File: src/rtl/rxf_pkg.sv
package rxf_pkg;
  localparam int unsigned DA_BYTES = 6;
  localparam int unsigned STA_W    = DA_BYTES * 8;

  typedef struct packed {
    logic             crc_rej;
    logic             promisc;
    logic             mcast_en;
    logic [STA_W-1:0] station;  // wire octet k at [8k+7:8k]
  } rxf_cfg_t;

  function automatic logic [STA_W-1:0] pack_station(input logic [23:0] lo,
                                                    input logic [23:0] hi);
    return {hi, lo};
  endfunction
endpackage

File: src/rtl/rxf_cfg_hold.sv
module rxf_cfg_hold
  import rxf_pkg::*;
(
  input  logic     clk_i,
  input  logic     rst_ni,
  input  logic     take_i,
  input  rxf_cfg_t cfg_live_i,
  output rxf_cfg_t cfg_eff_o
);
  rxf_cfg_t held_q;

  always_ff @(posedge clk_i or negedge rst_ni) begin
    if (!rst_ni)     held_q <= '0;
    else if (take_i) held_q <= cfg_live_i;
  end

  // first byte uses live settings; rest of frame uses captured copy
  assign cfg_eff_o = take_i ? cfg_live_i : held_q;


  hold_stable_chk: assert property (@(posedge clk_i) disable iff (!rst_ni)
    !take_i |=> $stable(held_q));
endmodule

File: src/rtl/rxf_dst_track.sv
module rxf_dst_track #(
  parameter int unsigned DA_LEN = 6
) (
  input  logic                clk_i,
  input  logic                rst_ni,
  input  logic                vld_i,
  input  logic                sof_i,
  input  logic [7:0]          byte_i,
  input  logic [DA_LEN*8-1:0] station_i,
  output logic                len_ok_o,
  output logic                match_o,
  output logic                mcast_o
);
  localparam int unsigned CNT_W = $clog2(DA_LEN + 1);
  localparam logic [CNT_W-1:0] LAST_IDX = CNT_W'(DA_LEN - 1);
  localparam logic [CNT_W-1:0] FULL     = CNT_W'(DA_LEN);

  logic [CNT_W-1:0] cnt_q, idx;
  logic             match_q, mcast_q;
  logic             in_da, eq;
  logic [7:0]       sel_byte;

  assign idx   = sof_i ? '0 : cnt_q;
  assign in_da = idx < FULL;

  always_comb begin
    sel_byte = '0;
    for (int k = 0; k < DA_LEN; k++)
      if (idx == CNT_W'(k)) sel_byte = station_i[8*k +: 8];
  end

  assign eq       = (byte_i == sel_byte);
  assign match_o  = (sof_i | match_q) & (~in_da | eq);
  assign mcast_o  = sof_i ? byte_i[0] : mcast_q;
  assign len_ok_o = idx >= LAST_IDX;

  always_ff @(posedge clk_i or negedge rst_ni) begin
    if (!rst_ni) begin
      cnt_q   <= '0;
      match_q <= 1'b0;
      mcast_q <= 1'b0;
    end else if (vld_i) begin
      cnt_q   <= in_da ? idx + 1'b1 : idx;
      match_q <= match_o;
      mcast_q <= mcast_o;
    end
  end


  cnt_range_chk: assert property (@(posedge clk_i) disable iff (!rst_ni)
    cnt_q <= FULL);

  first_byte_short_chk: assert property (@(posedge clk_i) disable iff (!rst_ni)
    (vld_i && sof_i) |-> !len_ok_o || DA_LEN <= 1);
endmodule

File: src/rtl/rxf_verdict.sv
module rxf_verdict (
  input  logic clk_i,
  input  logic rst_ni,
  input  logic done_i,
  input  logic len_ok_i,
  input  logic match_i,
  input  logic mcast_hit_i,
  input  logic fcs_bad_i,
  input  logic crc_rej_i,
  input  logic promisc_i,
  input  logic mcast_en_i,
  output logic accept_o,
  output logic drop_o,
  output logic rx_err_o
);
  logic crc_fail, addr_ok, keep;

  assign crc_fail = crc_rej_i & fcs_bad_i;
  assign addr_ok  = promisc_i | match_i | (mcast_en_i & mcast_hit_i);
  assign keep     = len_ok_i & addr_ok & ~crc_fail;

  always_ff @(posedge clk_i or negedge rst_ni) begin
    if (!rst_ni) begin
      accept_o <= 1'b0;
      drop_o   <= 1'b0;
      rx_err_o <= 1'b0;
    end else begin
      accept_o <= done_i & keep;
      drop_o   <= done_i & ~keep;
      rx_err_o <= done_i & crc_fail;
    end
  end


  excl_chk: assert property (@(posedge clk_i) disable iff (!rst_ni)
    !(accept_o && drop_o));

  eof_verdict_chk: assert property (@(posedge clk_i) disable iff (!rst_ni)
    done_i |=> (accept_o || drop_o));

  no_spurious_chk: assert property (@(posedge clk_i) disable iff (!rst_ni)
    (accept_o || drop_o || rx_err_o) |-> $past(done_i));

  err_drop_chk: assert property (@(posedge clk_i) disable iff (!rst_ni)
    rx_err_o |-> drop_o);

  crc_drop_chk: assert property (@(posedge clk_i) disable iff (!rst_ni)
    (done_i && crc_rej_i && fcs_bad_i) |=> (drop_o && rx_err_o));

  short_chk: assert property (@(posedge clk_i) disable iff (!rst_ni)
    (done_i && !len_ok_i) |=> drop_o);

  promisc_chk: assert property (@(posedge clk_i) disable iff (!rst_ni)
    (done_i && len_ok_i && promisc_i && !(crc_rej_i && fcs_bad_i)) |=> accept_o);
endmodule

File: src/rtl/rx_frame_filter.sv
module rx_frame_filter
  import rxf_pkg::*;
(
  input  logic        clk_i,
  input  logic        rst_ni,
  input  logic        byte_vld_i,
  input  logic        sof_i,
  input  logic        eof_i,
  input  logic [7:0]  byte_i,
  input  logic        fcs_bad_i,
  input  logic [31:0] addr_lo_i,
  input  logic [31:0] addr_hi_i,
  input  logic        crc_rej_i,
  input  logic        promisc_i,
  input  logic        mcast_en_i,
  output logic        accept_o,
  output logic        drop_o,
  output logic        rx_err_o
);
  rxf_cfg_t cfg_live, cfg_eff;
  logic     take, done, len_ok, match, mcast_hit;
  logic     unused_hi;

  assign unused_hi = ^{addr_lo_i[31:24], addr_hi_i[31:24]};

  assign take = byte_vld_i & sof_i;
  assign done = byte_vld_i & eof_i;

  assign cfg_live.crc_rej  = crc_rej_i;
  assign cfg_live.promisc  = promisc_i;
  assign cfg_live.mcast_en = mcast_en_i;
  assign cfg_live.station  = pack_station(addr_lo_i[23:0], addr_hi_i[23:0]);

  rxf_cfg_hold u_cfg (
    .clk_i      (clk_i),
    .rst_ni     (rst_ni),
    .take_i     (take),
    .cfg_live_i (cfg_live),
    .cfg_eff_o  (cfg_eff)
  );

  rxf_dst_track #(.DA_LEN(DA_BYTES)) u_dst (
    .clk_i     (clk_i),
    .rst_ni    (rst_ni),
    .vld_i     (byte_vld_i),
    .sof_i     (sof_i),
    .byte_i    (byte_i),
    .station_i (cfg_eff.station),
    .len_ok_o  (len_ok),
    .match_o   (match),
    .mcast_o   (mcast_hit)
  );

  rxf_verdict u_vrd (
    .clk_i       (clk_i),
    .rst_ni      (rst_ni),
    .done_i      (done),
    .len_ok_i    (len_ok),
    .match_i     (match),
    .mcast_hit_i (mcast_hit),
    .fcs_bad_i   (fcs_bad_i),
    .crc_rej_i   (cfg_eff.crc_rej),
    .promisc_i   (cfg_eff.promisc),
    .mcast_en_i  (cfg_eff.mcast_en),
    .accept_o    (accept_o),
    .drop_o      (drop_o),
    .rx_err_o    (rx_err_o)
  );
endmodule

File: config.mk
export PLATFORM = sky130hd
export DESIGN_NAME = rx_frame_filter
export DESIGN_NICKNAME = d
export VERILOG_FILES = /design/src/rtl/rxf_pkg.sv /design/src/rtl/rxf_cfg_hold.sv /design/src/rtl/rxf_dst_track.sv /design/src/rtl/rxf_verdict.sv /design/src/rtl/rx_frame_filter.sv
export SDC_FILE = /design/constraint.sdc
export NUM_CORES = 1
export LEC_CHECK = 0
export BUFFER_PORTS_ARGS = -buffer_cell sky130_fd_sc_hd__buf_2
export CAP_MARGIN = 40
export CORE_MARGIN = 4
export CORE_UTILIZATION = 58
export CTS_CLUSTER_SIZE = 30
export DETAILED_ROUTE_END_ITERATION = 10
export PLACE_DENSITY = 0.89
export RECOVER_POWER = 25
export SLEW_MARGIN = 20
export SYNTH_ARGS = -nofsm -noshare
export SYNTH_HDL_FRONTEND = slang
export SYNTH_HIERARCHICAL = 1
export SYNTH_SLANG_ARGS = --single-unit
export TNS_END_PERCENT = 1
File: constraint.sdc
create_clock -name clk_i -period 6.23 [get_ports clk_i]
set_input_delay 0 -clock clk_i [delete_from_list [all_inputs] [get_ports clk_i]]
set_output_delay 0 -clock clk_i [all_outputs]
set_load 0.01 [all_outputs]
==> out/results.txt, run 1 <==
Critical Path, Cell by Cell -> and2b_1 -> inv_4 -> ha_1 -> nand2b_1 -> o311ai_0 -> o2111ai_1 -> nand4_1 -> and4bb_2 -> o221ai_2 -> a21oi_1 -> a211o_1 -> and4_1
Num CTS Buffers -> 9
Fin. max-slew vios -> 60
# DRC -> 0
Setup Crit Path Kind -> flop to flop
Critical Path Source Type -> flop
Iteration count of the initial detailed-routing pass -> 7
Routability cong. -> 0.943
EDFF count, synth -> 0
IO Pins -> 84
Routed vias/inst -> 5.78
Post-DRT Antenna Nets -> 0
Seq/Total Area, Yosys -> 0.425
Flops & latches, synth -> 59
Crit-path slowest cell -> o311ai_0
Tmin final -> 3810 ps
Final Cycle Share -> 0.612
Failing checks -> capacitance limit, slew limit
Worst-Margin Slew -> 3070 ps
Required time worst endpoint -> 6450 ps
Syn_nets -> 354
Clock Latency Late Sink -> 330 ps
Lkg Pwr -> 2.05 nW
CP Capture Type -> flop
Max transition margin -> -1.04
Row cnt -> 27
Synthesized area per cell -> 12.9 um^2
Clk Tree Root Cell -> clkbuf_8
CTS Hold Buffers Added -> 54
Post-Route Setup TNS -> 0 ps
Layout cells sized above 1 -> 0.384
Max frequency -> 0.262 GHz
Detail Placement HPWL -> 5610 um
RSZ-0062 raised after global routing -> false
First-pass GRT wire length -> 14,800 um
Area grow syn2layout -> 29.9%
Max FO, Critical Path -> 11
CTS sink count -> 59
DIE WIDTH -> 85.4 um
H-Tree Depth -> 3
Post-Route Skew -> 9.61 ps
DR WL/cell -> 19.3 um
CP peak stage delay -> 670 ps
Core Footprint -> 5640 um^2
Critical path buffers and inverters -> 1
Placed cells -> 397
Via total after detailed routing -> 2,706
Most used flip-flop cell after synthesis -> dfrtp_1
# fillers -> 310
Yosys warns -> 6
Inserted Diodes -> 0
Die height -> 85.4 um
Status -> complete, but fails checks
Multi-input gate area -> 1760 um^2
Number of setup buffers added after CTS -> 0
# resized after CTS -> 0
Initial Utilization -> 0.616
VDD IR max -> 0.189 mV
Cell variety after synth -> 63
GRT overflow -> 0
Post-Layout Cell Count -> 468
Synthesized instance count -> 270
Mapped Area -> 3480 um^2
Pwr per Cell Area -> 287 nW/um^2
Tot GR Track Use -> 0.263
Asr flop ratio synth -> 1.00
Overall routed net length -> 9020 um
Largest net degree at the start of global routing -> 60
Final net count -> 475
CTS tree -> yes
CTS Buffer Depth -> 2
Fin. Hold Viols -> 0
Worst Hold Class -> input port to flop
Reg clk slew, reported paths -> 70 ps
Port Buf Inserts -> 67
Initial DRC Count -> 207
Die ar. -> 7300 um^2
CP top delay family -> compound AO/OA/AOI/OAI gates
Critical Path AT -> 4040 ps
Initial antenna violation count -> 0
Final setup viols -> 0
Vias in the first global route -> 2,927
Register area -> 1480 um^2
Max-Cap Viols -> 1
-- cell usage in the layout, fill, tap and decap left out, types with 6 or more instances in the layout --
cell type	netlist	layout
nor2_1	9	9
nand2b_1	8	8
mux2_2	9	9
o21ai_0	7	7
dfrtp_1	59	59
nand2_1	8	8
dlygate4sd3_1	0	54
nand3_1	6	6
mux2_4	50	50
o211ai_1	8	8
clkbuf_8	1	11
inv_1	14	14
buf_2	2	64
-- cell families (layout without fill, tap and decap cells) --
kind of cell    Yosys count  after routing  synth area share
compound gates           59             59             0.138
xor+xnor                  5              5            0.0126
fa+ha+maj                 3              3            0.0108
buf+inv                  29            155            0.0698
flops                    59             59             0.425
mux                      61             61             0.251
simple gates             54             54            0.0936
-- final cells by class --
type	count	area share
sequential	59	0.327
clock buffer	12	0.0344
inverter	15	0.0130
clock inverter	4	0.0161
multi-input combinational	182	0.389
tap	72	0.0200
timing repair buffer	124	0.200
-- state kept, by name, indices dropped and copies added, names as in the netlist --
register / flops
u_vrd/rx_err_o: 1
u_cfg/held_q: 51
u_dst/match_q: 1
u_vrd/drop_o: 1
u_dst/mcast_q: 1
u_vrd/accept_o: 1
u_dst/cnt_q: 3
-- per-stage QoR --
stage	worst slack (ps)	cell area, um^2	utilization	hold WS (ps)	power, W
floorplan	3160	3480	-	-296	0.000780
global placement	2560	3730	0.662	169	0.000853
detailed placement	2540	3730	0.662	185	0.000864
CTS	2460	4500	0.798	57.3	0.00128
global route	2240	4510	0.800	55.7	0.00136
finish	2420	4510	0.800	68.3	0.00129
-- worst register-to-register path, cell delays in order (launching register included) --
cell       delay, ps
dfrtp_1          470
and2b_1          400
inv_4            150
ha_1             370
nand2b_1         330
o311ai_0         670
o2111ai_1        250
nand4_1          160
and4bb_2         250
o221ai_2          80
a21oi_1          100
a211o_1          290
and4_1           190
-- Yosys cell counts (all sizes together), types with 3 or more instances --
library cell	count	area share
o311ai	6	0.015
nor2	9	0.0097
mux2	59	0.25
o211ai	9	0.021
nor3	5	0.0072
inv	15	0.017
a2111oi	3	0.013
nand3	6	0.0086
ha	3	0.011
o21ai	8	0.012
buf	12	0.047
o22ai	4	0.0072
a21oi	6	0.012
nand2	8	0.0086
dfrtp	59	0.42
xor2	3	0.0076
and2	4	0.0072
nand2b	8	0.014
-- path summary, 6_finish.rpt --
path / startpoint / end / slack (ps) / cells after the start
max: u_dst/cnt_q[2] / u_vrd/accept_o / 2420 / 12
max reg2reg: u_dst/cnt_q[2] / u_vrd/accept_o / 2420 / 12
min in group asynchronous: rst_ni / u_cfg/held_q[27] / 1310 / 3
min: eof_i / u_vrd/rx_err_o / 70 / 4
min reg2reg: u_cfg/held_q[21] / u_cfg/held_q[21] / 490 / 1
max in group asynchronous: rst_ni / u_dst/match_q / 3190 / 3
-- where the power goes --
group | switching (W) | total, W | leakage (nW) | internal [W]
clock | 0.000148 | 0.000394 | 0.113 | 0.000247
combinational | 0.000210 | 0.000425 | 1.24 | 0.000215
sequential | 0.0000332 | 0.000475 | 0.699 | 0.000442
-- per-layer routing --
metal / vias up / global-route usage / share of wire
li1: 1243 / - / -
met1: 1322 / 0.316 / 0.40
met2: 117 / 0.475 / 0.53
met3: 24 / 0.0466 / 0.050
met4: 0 / 0.0835 / 0.020
met5: - / 0 / 0
(Power assumes the default switching activity.)
==> inputs of run 2 (changes only) <==
- CORE_UTILIZATION: 58 -> 49
- PLACE_DENSITY: 0.89 -> 0.8
- clock period: 6.23 -> 3.2 ns (I/O delays scaled with it)
==> out/results.txt, run 2 (synthesis gave the netlist of run 1 again) <==
Max-Cap Viols -> 0 (was 1)
Routability cong. -> 0.898 (was 0.943)
Largest registers -> u_cfg/held_q: 51 flops, u_dst/cnt_q: 3 flops (unchanged)
Required time worst endpoint -> 3480 ps (was 6450 ps)
GRT overflow -> 0 (unchanged)
CTS Buffer Depth -> 2 (unchanged)
Reg clk slew, reported paths -> 60 ps (was 70 ps)
Critical Path, Cell by Cell -> nor2b_2 -> and2_1 -> ha_1 -> nand2b_2 -> o32ai_2 -> a211oi_2 -> or3_4 -> a2111oi_4 -> o221ai_2 -> a21oi_1 -> a211o_1 -> and4_1 (was and2b_1 -> inv_4 -> ha_1 -> nand2b_1 -> o311ai_0 -> o2111ai_1 -> nand4_1 -> and4bb_2 -> o221ai_2 -> a21oi_1 -> a211o_1 -> and4_1)
Reg2reg start -> u_dst/cnt_q[0] (was u_dst/cnt_q[2])
Final worst slack -> 160 ps (was 2420 ps)
Worst-Margin Slew -> 1400 ps (was 3070 ps)
Max frequency -> 0.329 GHz (was 0.262 GHz)
DP Worst Slack -> 152 ps (was 2540 ps)
CP Launch Point -> u_dst/cnt_q[0] (was u_dst/cnt_q[2])
Crit-path slowest cell -> or3_4 (was o311ai_0)
Initial antenna violation count -> 0 (unchanged)
Critical Path Source Type -> flop (unchanged)
Final net count -> 490 (was 475)
Setup Crit Path Kind -> flop to flop (unchanged)
Initial DRC Count -> 190 (was 207)
Reg power frac -> 0.333 (was 0.367)
Fin. Hold Viols -> 0 (unchanged)
Initial Utilization -> 0.509 (was 0.616)
Row cnt -> 30 (was 27)
Most frequent cells in the layout -> buf_2 (63), dfrtp_1 (59), dlygate4sd3_1 (54) (was buf_2 (64), dfrtp_1 (59), dlygate4sd3_1 (54))
CP peak stage delay -> 400 ps (was 670 ps)
Final Cycle Share -> 0.950 (was 0.612)
Cells on worst reg2reg path -> 12 (unchanged)
Tot GR Track Use -> 0.223 (was 0.263)
DIE WIDTH -> 92.2 um (was 85.4 um)
Levels on crit path -> 12 (unchanged)
CP top delay family -> compound AO/OA/AOI/OAI gates (unchanged)
Switching share of power -> 0.287 (was 0.302)
Routed vias/inst -> 5.38 (was 5.78)
Die height -> 92.2 um (was 85.4 um)
P_int -> 0.00193 W (was 0.000903 W)
Post-Route Skew -> 13.0 ps (was 9.61 ps)
First-pass GRT wire length -> 14,600 um (was 14,800 um)
Number of setup buffers added after CTS -> 0 (unchanged)
Most common cell after layout, fill and taps aside -> buf_2 (unchanged)
Final setup viols -> 0 (unchanged)
Lkg Pwr -> 2.16 nW (was 2.05 nW)
CTS tree -> yes (unchanged)
Max transition margin -> 0.0680 (was -1.04)
Overall routed net length -> 9020 um (about the same)
Num CTS Buffers -> 9 (unchanged)
DR WL/cell -> 17.8 um (was 19.3 um)
Power share of the clock group -> 0.323 (was 0.305)
Vias in the first global route -> 3,029 (was 2,927)
Critical path buffers and inverters -> 0 (was 1)
# fillers -> 492 (was 310)
Largest net degree at the start of global routing -> 36 (was 60)
Post-Route Setup TNS -> 0 ps (unchanged)
Die ar. -> 8510 um^2 (was 7300 um^2)
Max FO, Critical Path -> 8 (was 11)
Port Buf Inserts -> 67 (unchanged)
Startpoint of the worst hold path -> eof_i (unchanged)
Critical Path AT -> 3320 ps (was 4040 ps)
Clock Latency Late Sink -> 350 ps (was 330 ps)
Worst Hold Class -> input port to flop (unchanged)
H-Tree Depth -> 3 (unchanged)
Most flops, register -> u_cfg/held_q (unchanged)
Post-DRT Antenna Nets -> 0 (unchanged)
Status -> finished clean (was complete, but fails checks)
CTS sink count -> 59 (unchanged)
Final Core Density -> 0.692 (was 0.800)
Via total after detailed routing -> 2,732 (was 2,706)
Max reg flops -> 51 (unchanged)
Clk Tree Root Cell -> clkbuf_8 (unchanged)
# DRC -> 0 (unchanged)
IO Pins -> 84 (unchanged)
CP Capture Type -> flop (unchanged)
Detail Placement HPWL -> 5920 um (was 5610 um)
Register area -> 1480 um^2 (unchanged)
Fin. max-slew vios -> 0 (was 60)
Area grow syn2layout -> 36.0% (was 29.9%)
Iteration count of the initial detailed-routing pass -> 5 (was 7)
Switch Pwr -> 0.000777 W (was 0.000391 W)
VDD IR max -> 0.254 mV (was 0.189 mV)
Comb pwr share -> 0.344 (was 0.328)
Multi-input gate area -> 1770 um^2 (was 1760 um^2)
Layout cells sized above 1 -> 0.416 (was 0.384)
Hold path cells -> 4 (unchanged)
Pwr per Cell Area -> 572 nW/um^2 (was 287 nW/um^2)
Core Footprint -> 6830 um^2 (was 5640 um^2)
Tmin final -> 3040 ps (was 3810 ps)
run 2: path summary, 6_finish.rpt:
path | to | slack, ps
max reg2reg | u_vrd/accept_o | 160
min in group asynchronous | u_cfg/held_q[26] | 510
max in group asynchronous | u_vrd/accept_o | 1540
max | u_vrd/accept_o | 160
min | u_vrd/rx_err_o | 40
min reg2reg | u_cfg/held_q[8] | 490
run 2: routing by layer:
layer,part of all wire,GRT usage,up-vias
li1,-,-,1274
met1,0.41,0.255,1338
met2,0.51,0.393,96
met3,0.041,0.0443,24
met4,0.032,0.113,0
met5,0,0,-
run 2: stage by stage:
stage	hold slack, ps	std cells	total power [W]	cell area (um^2)
CTS	41.3	507	0.00268	4710
global route	89.1	507	0.00284	4720
floorplan	-296	270	0.00152	3480
detailed placement	26.2	437	0.00176	3910
global placement	23.3	437	0.00174	3910
finish	40.2	508	0.00270	4730
run 2: what timing repair did:
action,CTS,global route
resized for setup,0,8
hold buffers,54,0
setup endpoints to repair,0,2
hold endpoints to repair,80,0
run 2: worst reg2reg max path, delay by kind of cell (launching register included):
family / cells / cell delay (ps)
AO/OA/AOI/OAI: 6 / 1210
adder cells (fa/ha/maj): 1 / 210
flip-flops: 1 / 370
AND/OR/NAND/NOR: 5 / 1190
run 2: final cells by class:
cell class,instances,area share
timing repair buffer,139,0.219
antenna,1,0.000529
inverter,15,0.0124
clock inverter,4,0.0201
multi-input combinational,182,0.375
clock buffer,12,0.0349
sequential,59,0.312
tap,96,0.0254
run 2: power by group through the flow:
stage | combinational, W | sequential [W] | clock, W
2_1_floorplan | 0.000602 | 0.000916 | 0
3_3_place_gp | 0.000832 | 0.000904 | 0
3_5_place_dp | 0.000844 | 0.000914 | 0
4_1_cts | 0.000903 | 0.000900 | 0.000880
5_1_grt | 0.00101 | 0.000911 | 0.000920
6_report | 0.000931 | 0.000900 | 0.000873
